[src/rtl/nor_probe_pkg.sv]
package nor_probe_pkg;

  typedef enum logic [1:0] {
    VK_NONE   = 2'd0,
    VK_UNLOCK = 2'd1,
    VK_STATUS = 2'd2
  } vendor_kind_e;

  typedef enum logic [3:0] {
    S_IDLE, S_CMD1, S_CMD2, S_CMD3, S_SETTLE,
    S_RD_MFR, S_CAP_MFR, S_RD_DEV, S_CAP_DEV, S_RDMODE, S_DONE
  } probe_state_e;

  localparam logic [7:0] CMD_UNLOCK1 = 8'hAA;
  localparam logic [7:0] CMD_UNLOCK2 = 8'h55;
  localparam logic [7:0] CMD_IDENT   = 8'h90;

  // Settling length in cycles, never below one.
  function automatic int settle_cycles(input int mhz, input int us);
    int n;
    n = mhz * us;
    return (n < 1) ? 1 : n;
  endfunction

  // Map the low byte of the manufacturer word onto a command family.
  function automatic vendor_kind_e vendor_of(input logic [7:0] code,
                                             input logic [7:0] a,
                                             input logic [7:0] b);
    if (code == a)      return VK_UNLOCK;
    else if (code == b) return VK_STATUS;
    else                return VK_NONE;
  endfunction

  // Command byte that returns a part of the given family to read mode.
  function automatic logic [7:0] readmode_cmd(input vendor_kind_e k);
    return (k == VK_STATUS) ? 8'hFF : 8'hF0;
  endfunction

endpackage

[src/rtl/probe_settle.sv]
module probe_settle #(
  parameter int CYC = 100
) (
  input  logic clk,
  input  logic rst_n,
  input  logic load,
  input  logic run,
  output logic expired
);
  localparam int CW = (CYC < 2) ? 1 : $clog2(CYC + 1);
  localparam logic [CW-1:0] START = CW'(CYC - 1);

  logic [CW-1:0] cnt;

  always_ff @(posedge clk or negedge rst_n) begin
    if (!rst_n)                  cnt <= '0;
    else if (load)               cnt <= START;
    else if (run && cnt != '0)   cnt <= cnt - 1'b1;
  end

  assign expired = run && (cnt == '0);


  settle_no_early_chk: assert property (@(posedge clk) disable iff (!rst_n)
    load |=> (CYC == 1) || !expired);
endmodule

[src/rtl/probe_classify.sv]
module probe_classify #(
  parameter int DATA_W  = 16,
  parameter int NUM_DEV = 9,
  parameter int TYPE_W  = 4,
  parameter logic [NUM_DEV*DATA_W-1:0] DEV_CODES = '0,
  parameter logic [NUM_DEV*16-1:0]     DEV_SECTS = '0,
  parameter logic [NUM_DEV*32-1:0]     DEV_BYTES = '0
) (
  input  logic [DATA_W-1:0] dev_word,
  output logic              hit,
  output logic [TYPE_W-1:0] type_idx,
  output logic [15:0]       sects,
  output logic [31:0]       bytes
);
  logic [NUM_DEV-1:0] match;

  genvar g;
  generate
    for (g = 0; g < NUM_DEV; g++) begin : g_cmp
      assign match[g] = (dev_word == DEV_CODES[g*DATA_W +: DATA_W]);
    end
  endgenerate

  // Lowest matching entry wins.
  always_comb begin
    hit      = 1'b0;
    type_idx = '0;
    sects    = '0;
    bytes    = '0;
    for (int i = NUM_DEV - 1; i >= 0; i--) begin
      if (match[i]) begin
        hit      = 1'b1;
        type_idx = TYPE_W'(i + 1);
        sects    = DEV_SECTS[i*16 +: 16];
        bytes    = DEV_BYTES[i*32 +: 32];
      end
    end
  end
endmodule

[src/rtl/nor_id_probe.sv]
module nor_id_probe
  import nor_probe_pkg::*;
#(
  parameter int ADDR_W    = 12,
  parameter int DATA_W    = 16,
  parameter int CLK_MHZ   = 250,
  parameter int SETTLE_US = 100,
  parameter logic [7:0] VEND_UNLOCK = 8'h01,
  parameter logic [7:0] VEND_STATUS = 8'h89,
  parameter int NUM_DEV   = 9,
  parameter int TYPE_W    = $clog2(NUM_DEV + 1),
  parameter logic [NUM_DEV*DATA_W-1:0] DEV_CODES = {
    16'h8899, 16'h88CD, 16'h8897, 16'h88C5, 16'h8891,
    16'h88C3, 16'h8893, 16'h88C1, 16'h22D7},
  parameter logic [NUM_DEV*16-1:0] DEV_SECTS = {
    16'd135, 16'd135, 16'd71, 16'd71, 16'd39,
    16'd39, 16'd23, 16'd23, 16'd128},
  parameter logic [NUM_DEV*32-1:0] DEV_BYTES = {
    32'h0080_0000, 32'h0080_0000, 32'h0040_0000, 32'h0040_0000, 32'h0020_0000,
    32'h0020_0000, 32'h0010_0000, 32'h0010_0000, 32'h0080_0000}
) (
  input  logic              clk,
  input  logic              rst_n,
  input  logic              start,
  output logic              busy,
  output logic              done,
  output logic [ADDR_W-1:0] bus_addr,
  output logic [DATA_W-1:0] bus_wdata,
  output logic              bus_we,
  output logic              bus_re,
  input  logic [DATA_W-1:0] bus_rdata,
  output logic [1:0]        id_vendor,
  output logic [TYPE_W-1:0] id_type,
  output logic [15:0]       id_sectors,
  output logic [31:0]       id_bytes
);
  localparam int SETTLE_CYC = settle_cycles(CLK_MHZ, SETTLE_US);
  localparam logic [ADDR_W-1:0] A_HI  = ADDR_W'('h555);
  localparam logic [ADDR_W-1:0] A_LO  = ADDR_W'('h2AA);
  localparam logic [ADDR_W-1:0] A_MFR = ADDR_W'(0);
  localparam logic [ADDR_W-1:0] A_DEV = ADDR_W'(1);

  function automatic logic [DATA_W-1:0] cmd_word(input logic [7:0] b);
    return {{(DATA_W-8){1'b0}}, b};
  endfunction

  probe_state_e state, nxt;
  vendor_kind_e kind_q, mfr_kind;

  // Named internal events
  logic ev_accept, ev_settle_load, ev_settle_run, ev_settle_end;
  logic ev_cap_mfr, ev_cap_dev, cls_hit;
  logic [TYPE_W-1:0] cls_type;
  logic [15:0] cls_sects;
  logic [31:0] cls_bytes;

  assign ev_accept      = (state == S_IDLE) && start;
  assign ev_settle_load = (state == S_CMD3);
  assign ev_settle_run  = (state == S_SETTLE);
  assign ev_cap_mfr     = (state == S_CAP_MFR);
  assign ev_cap_dev     = (state == S_CAP_DEV);
  assign mfr_kind       = vendor_of(bus_rdata[7:0], VEND_UNLOCK, VEND_STATUS);

  probe_settle #(.CYC(SETTLE_CYC)) u_settle (
    .clk(clk), .rst_n(rst_n), .load(ev_settle_load),
    .run(ev_settle_run), .expired(ev_settle_end));

  probe_classify #(
    .DATA_W(DATA_W), .NUM_DEV(NUM_DEV), .TYPE_W(TYPE_W),
    .DEV_CODES(DEV_CODES), .DEV_SECTS(DEV_SECTS), .DEV_BYTES(DEV_BYTES)
  ) u_cls (
    .dev_word(bus_rdata), .hit(cls_hit), .type_idx(cls_type),
    .sects(cls_sects), .bytes(cls_bytes));

  always_comb begin
    nxt = state;
    unique case (state)
      S_IDLE:    if (start) nxt = S_CMD1;
      S_CMD1:    nxt = S_CMD2;
      S_CMD2:    nxt = S_CMD3;
      S_CMD3:    nxt = S_SETTLE;
      S_SETTLE:  if (ev_settle_end) nxt = S_RD_MFR;
      S_RD_MFR:  nxt = S_CAP_MFR;
      S_CAP_MFR: nxt = (mfr_kind != VK_NONE) ? S_RD_DEV : S_DONE;
      S_RD_DEV:  nxt = S_CAP_DEV;
      S_CAP_DEV: nxt = cls_hit ? S_RDMODE : S_DONE;
      S_RDMODE:  nxt = S_DONE;
      S_DONE:    nxt = S_IDLE;
      default:   nxt = S_IDLE;
    endcase
  end

  always_ff @(posedge clk or negedge rst_n) begin
    if (!rst_n) begin
      state      <= S_IDLE;
      kind_q     <= VK_NONE;
      id_vendor  <= '0;
      id_type    <= '0;
      id_sectors <= '0;
      id_bytes   <= '0;
    end else begin
      state <= nxt;
      if (ev_accept) begin
        kind_q     <= VK_NONE;
        id_vendor  <= '0;
        id_type    <= '0;
        id_sectors <= '0;
        id_bytes   <= '0;
      end
      if (ev_cap_mfr) kind_q <= mfr_kind;
      if (ev_cap_dev && cls_hit) begin
        id_vendor  <= kind_q;
        id_type    <= cls_type;
        id_sectors <= cls_sects;
        id_bytes   <= cls_bytes;
      end
    end
  end

  always_comb begin
    bus_we    = 1'b0;
    bus_re    = 1'b0;
    bus_addr  = '0;
    bus_wdata = '0;
    unique case (state)
      S_CMD1:   begin bus_we = 1'b1; bus_addr = A_HI; bus_wdata = cmd_word(CMD_UNLOCK1); end
      S_CMD2:   begin bus_we = 1'b1; bus_addr = A_LO; bus_wdata = cmd_word(CMD_UNLOCK2); end
      S_CMD3:   begin bus_we = 1'b1; bus_addr = A_HI; bus_wdata = cmd_word(CMD_IDENT);   end
      S_RD_MFR: begin bus_re = 1'b1; bus_addr = A_MFR; end
      S_RD_DEV: begin bus_re = 1'b1; bus_addr = A_DEV; end
      S_RDMODE: begin bus_we = 1'b1; bus_addr = A_MFR; bus_wdata = cmd_word(readmode_cmd(kind_q)); end
      default:  ;
    endcase
  end

  assign busy = (state != S_IDLE);
  assign done = (state == S_DONE);


  excl_strobe_chk: assert property (@(posedge clk) disable iff (!rst_n)
    !(bus_we && bus_re));


  unlock_order_chk: assert property (@(posedge clk) disable iff (!rst_n)
    (bus_we && bus_addr == A_HI && bus_wdata == cmd_word(8'hAA))
      |=> (bus_we && bus_addr == A_LO && bus_wdata == cmd_word(8'h55)));


  quiet_settle_chk: assert property (@(posedge clk) disable iff (!rst_n)
    ev_settle_run |-> (!bus_we && !bus_re));


  done_pulse_chk: assert property (@(posedge clk) disable iff (!rst_n)
    done |=> !done);


  busy_ignores_start_chk: assert property (@(posedge clk) disable iff (!rst_n)
    (busy && !done) |=> busy);


  result_hold_chk: assert property (@(posedge clk) disable iff (!rst_n)
    (!busy && !start) |=> ($stable(id_sectors) && $stable(id_bytes) && $stable(id_vendor)));


  unknown_zero_chk: assert property (@(posedge clk) disable iff (!rst_n)
    (done && id_vendor == 2'd0) |-> (id_type == '0 && id_sectors == '0 && id_bytes == '0));


  readmode_cmd_chk: assert property (@(posedge clk) disable iff (!rst_n)
    (bus_we && bus_addr == A_MFR) |-> (bus_wdata == cmd_word(8'hF0) || bus_wdata == cmd_word(8'hFF)));
endmodule

[config.mk]
export PLATFORM = sky130hd
export DESIGN_NAME = nor_id_probe
export DESIGN_NICKNAME = d
export VERILOG_FILES = /design/src/rtl/nor_probe_pkg.sv /design/src/rtl/probe_settle.sv /design/src/rtl/probe_classify.sv /design/src/rtl/nor_id_probe.sv
export SDC_FILE = /design/constraint.sdc
export NUM_CORES = 1
export LEC_CHECK = 0
export ABC_AREA = 1
export BUFFER_PORTS_ARGS = -buffer_cell sky130_fd_sc_hd__buf_4
export CAP_MARGIN = 20
export CORE_UTILIZATION = 36
export DETAILED_ROUTE_END_ITERATION = 8
export SLEW_MARGIN = 30
export SYNTH_ARGS = -nofsm -noshare
export SYNTH_HDL_FRONTEND = slang
export SYNTH_HIERARCHICAL = 1
export SYNTH_SLANG_ARGS = --single-unit
[constraint.sdc]
create_clock -name clk -period 2.7 [get_ports clk]
set_input_delay 0.405 -clock clk [delete_from_list [all_inputs] [get_ports clk]]
set_output_delay 0.405 -clock clk [all_outputs]
set_load 0.03 [all_outputs]
Word-level counts from Yosys, hierarchy flattened
Index checks and enable logic that the tools add are counted.
Storage, ports and cells
  logic and storage cells: 107
  bits of input ports: 19
  bits in registers: 75
  output and inout bits: 86
Cells by class
  mux-type cells: 59
  reduce and logical (&&, ||, !) cells: 16
  add/subtract/negate cells: 1
  equality and inequality tests: 24
Operators by type and width (number)
  24-bit 2-to-1 mux: 9
  16-bit equality test (second input constant): 8
  8-bit 2-to-1 mux: 9
  32-bit 2-to-1 mux: 2
  4-bit 2-to-1 mux: 15
  4-bit one-hot mux with 10 select lines: 1
  11-bit one-hot mux with 3 select lines: 1
  16-bit 2-to-1 mux: 2
  8-bit one-hot mux with 4 select lines: 1
  15-bit 2-to-1 mux: 2
  16-bit by 14-bit equality test with 1-bit output (second input constant): 1
  4-bit by 3-bit equality test with 1-bit output (second input constant): 4
  15-bit zero test: 1
  15-bit nonzero test: 1
  15-bit by 1-bit subtractor with 15-bit output (second input constant): 1
  4-bit equality test (second input constant): 3
  2-bit 2-to-1 mux: 6
  1-bit 2-to-1 mux: 11
  4-bit by 2-bit equality test with 1-bit output (second input constant): 2
  8-bit by 1-bit equality test with 1-bit output (second input constant): 1
  8-bit equality test (second input constant): 1
  2-bit nonzero test: 4
  4-bit by 1-bit equality test with 1-bit output (second input constant): 1
  1-bit logical AND: 4
  other kinds (7): 9

Longest topological paths before layout
  depth after elaboration: 12
  gate-level depth with buffers: 15
  depth with buffers taken out: 14

Hierarchy
The synthesis kept the hierarchy.
Modules (own cells, without submodules)
  nor_id_probe: seq. area each 1501.4 µm², cells each 335, times used 1, area an instance 2864.0 µm²
  probe_settle: seq. area each 375.4 µm², cells each 147, times used 1, area an instance 1002.2 µm²
  probe_classify: seq. area each 0.0 µm², cells each 106, times used 1, area an instance 628.1 µm²

Least setup slack after synthesis
OpenSTA, ideal clock, no wires.
  path type: register to output
  from: reg state[1]
  to: out bus_wdata[3]
  stages on the path, launching flop included: 5
  data arrival time: 1.698 ns
  path slack: 0.597 ns
  data required time: 2.295 ns
  buffers on the path: 1
  cell sequence: dfrtp_1 -> inv_1 -> nand3_1 -> o21ai_0 -> buf_4
On the way
  word-level cells in the longest chain between the ends: 2
  elaborated cells between the ends (all ways): 5
  those cells by class: eq/ne: 4; mux: 1
Ends and longest elaborated chain
  start, declared: line nor_id_probe.sv:47  | probe_state_e state, nxt;
  start signal, assigned: line nor_id_probe.sv:102  | state <= nxt;
  4-bit equality test, or another cell as far along: line nor_id_probe.sv:125  | unique case (state)
  8-bit one-hot mux with 4 select lines (*): line nor_id_probe.sv:125
  end, declared: line nor_id_probe.sv:28  | output logic [DATA_W-1:0] bus_wdata,
Every way passes the cells marked *; elsewhere a longest branch is shown, timed or not.

Worst setup path after layout
  from: reg state[2]
  to: out bus_wdata[7]
On the way
  word-level cells in the longest chain between the ends: 2
  elaborated cells between the ends (all ways): 5
  those cells by class: eq/ne: 4; mux: 1
Ends and longest elaborated chain
  4-bit by 2-bit equality test with 1-bit output
  via ev_settle_load: line nor_id_probe.sv:51  | logic ev_accept, ev_settle_load, ev_settle_run, ev_settle_end;
  8-bit one-hot mux with 4 select lines: line nor_id_probe.sv:125
The timed path passes the listed nets, and every way through them passes these cells.

==> reports/qor.yml <==
run_status:
  status: "completed"
worst_setup_path:
  reg2reg_slack_ps: 650
  crit_start: "state[2]"
  endpoint_kind: "primary output"
  ff2ff_path_depth: 8
  crit_end: "bus_wdata[7]"
  timing.rr.end: "u_settle/cnt[12]"
  crit_path_max_fanout: 6
  r2r_start: "state[2]"
  worstPathArrival_ps: 1940
  crit_type: "flip-flop to primary output"
  required_ps: 2300
  start_kind: "flip-flop"
clock_tree:
  cts_setup_buffers: 0
  clk-insertion-delay-late_ps: 330
  cts_tree: "done"
  cts_buffers: 9
  h-tree-depth: 3
  cts_hold_buf: 0
  clkSinkCount: 75
  path_clk_slew_ps: 60
  clockBufferDepth: 2
  cts_resized: 0
  cts_root_buf: "clkbuf_16"
synthesis:
  syn_area_per_cell_um2: 7.64
  synth_cells: 588
  seq_area_frac_synth: 0.418
  yosysTopAreaCell: "dfrtp_1"
  synth_edf_count: 0
  synth.area.top_cells: "dfrtp_1 42%, buf_4 10%, nand3_1 8.9%, inv_1 8.7%, nand2_1 7.3%"
  synth_area_um2: 4490
  yosysWarningCount: 6
  synth_top_area_frac: 0.418
  synth_cell_types: 32
  async_flop_share: 1.00
  ys.flop_type: "dfrtp_1"
  ys_ff_latch: 75
timing:
  whs_ps: 63.1
  period_minus_slack_ps: 2350
  setup_tns_ps: 0
  tightest_slew_ps: 640
  timing.final.crit_share: 0.869
  relSlewSlack: 0.574
  max_freq_mhz: 426
  hold_viol_final: 0
  finalClockSkew_ps: 7.79
  setup_viol: 0
  drv_slew: 0
  rsz0062_at_grt: "no"
floorplan:
  ios: 105
  die_h_um: 114
  core_area_um2: 12100
  die-area_um2: 12900
  dieWidth_um: 114
  num_rows: 40
  start_util: 0.371
final_layout:
  final_cell_mix: "104 x inv_1, 98 x buf_4, 87 x nand2_1"
  layout_commonest_cell: "inv_1"
  syn2layout_area_growth_pct: 19.2
  final_nets: 683
  fin_util: 0.442
  num-fill-cells: 1255
  num_antenna_cells: 0
  layout-drive-gt1-share: 0.208
placement:
  dp_hpwl_um: 7020
  io_buffer_count: 95
  place_congestion: 0.848
routing:
  drt_iter0_markers: 194
  first_pass_iters: 4
  drcViolationCount: 0
  via_count: 3588
  routed_wl_um: 9470
  wl_per_cell_um: 11.3
  ant_nets: 0
  via_per_inst: 4.29
global_routing:
  grt_overflow: 0
  track_usage: 0.160
  grt_pass1_wl_um: 16200
  grt_pass1_vias: 3294
  antenna_found_initial: 0
  grt_max_degree: 81
flow_run:
  maxCapViolCount: 0
power:
  powerDensity_nw_per_um2: 748
  finalPower_mw: 4.01
  leakage_nw: 2.74
  ir_drop_v: 0.000306
hold_path:
  min_path_type: "input pin to async pin"
-- final cells by class --
| class | instances | area [um^2] | area share |
|---|---|---|---|
| sequential | 75 | 1880 | 0.350 |
| multi-input combinational | 372 | 1810 | 0.337 |
| timing repair buffer | 99 | 756 | 0.141 |
| inverter | 106 | 403 | 0.0752 |
| clock buffer | 9 | 225 | 0.0421 |
| tap | 168 | 210 | 0.0393 |
| clock inverter | 7 | 77.6 | 0.0145 |
-- routing by layer --
layer  track usage  wire length (um)
met1         0.201              4290
met2         0.267              4570
met3        0.0473               497
met4        0.0482               119
met5             0                 0
-- worst min-delay path by stage --
stage | endpoint | slack (ps) | cells after the start
final | u_settle/cnt[9] | 60 | 1
after detailed placement | u_settle/cnt[12] | 430 | 1
after global placement | u_settle/cnt[14] | 460 | 2
after global routing | u_settle/cnt[13] | 100 | 1
after floorplan | id_bytes[0] | 110 | 0
after CTS | u_settle/cnt[12] | 70 | 1
-- kinds of logic (layout without fill, tap and decap cells) --
family,count (synthesis),count (layout),synth area share
flip-flops,75,75,0.418
other,2,46,0.00167
XOR/XNOR,3,3,0.00585
AO/OA/AOI/OAI,74,74,0.0877
buffers and inverters,185,221,0.219
AND/OR/NAND/NOR,248,248,0.266
adder cells (fa/ha/maj),1,1,0.00278
-- where the power goes --
group	internal [mW]	switching, mW	total (mW)
Clock	0.722	0.487	1.21
Combinational	0.446	1.05	1.50
Sequential	1.20	0.0969	1.30
-- metrics by stage --
stage	instances	worst slack, ps	instance area (um^2)
6_report	836	353	5360
5_1_grt	836	152	5360
3_5_place_dp	820	324	5050
3_3_place_gp	819	430	5030
4_1_cts	836	328	5360
2_1_floorplan	632	597	4660
-- state kept, by name, summed over array words and instances, names as in the netlist --
signal        count
id_bytes         32
id_sectors       16
u_settle/cnt     15
id_type           4
state             4
id_vendor         2
kind_q            2
-- cells in the mapped netlist (3+ instances only) --
| cell type | n |
|---|---|
| inv_1 | 104 |
| nand4_1 | 10 |
| nand2_1 | 87 |
| clkbuf_1 | 6 |
| o21ai_1 | 16 |
| o21ai_0 | 47 |
| nand3_1 | 80 |
| nor3_1 | 5 |
| nor2_2 | 3 |
| xor2_1 | 3 |
| nand3b_1 | 3 |
| buf_2 | 5 |
| buf_4 | 62 |
| o21ai_2 | 4 |
| buf_6 | 6 |
| nor2_4 | 4 |
| a21oi_1 | 4 |
| dfrtp_1 | 75 |
| nor2_1 | 46 |
-- critical path, stage by stage (launching register included) --
cell and delay, ps:
dfrtp_1 440, nor2_1 280, inv_1 130, nor2_1 340, inv_1 150, nand2_1 100, buf_4 170
No activity file was read; power rests on OpenSTA's default activity.
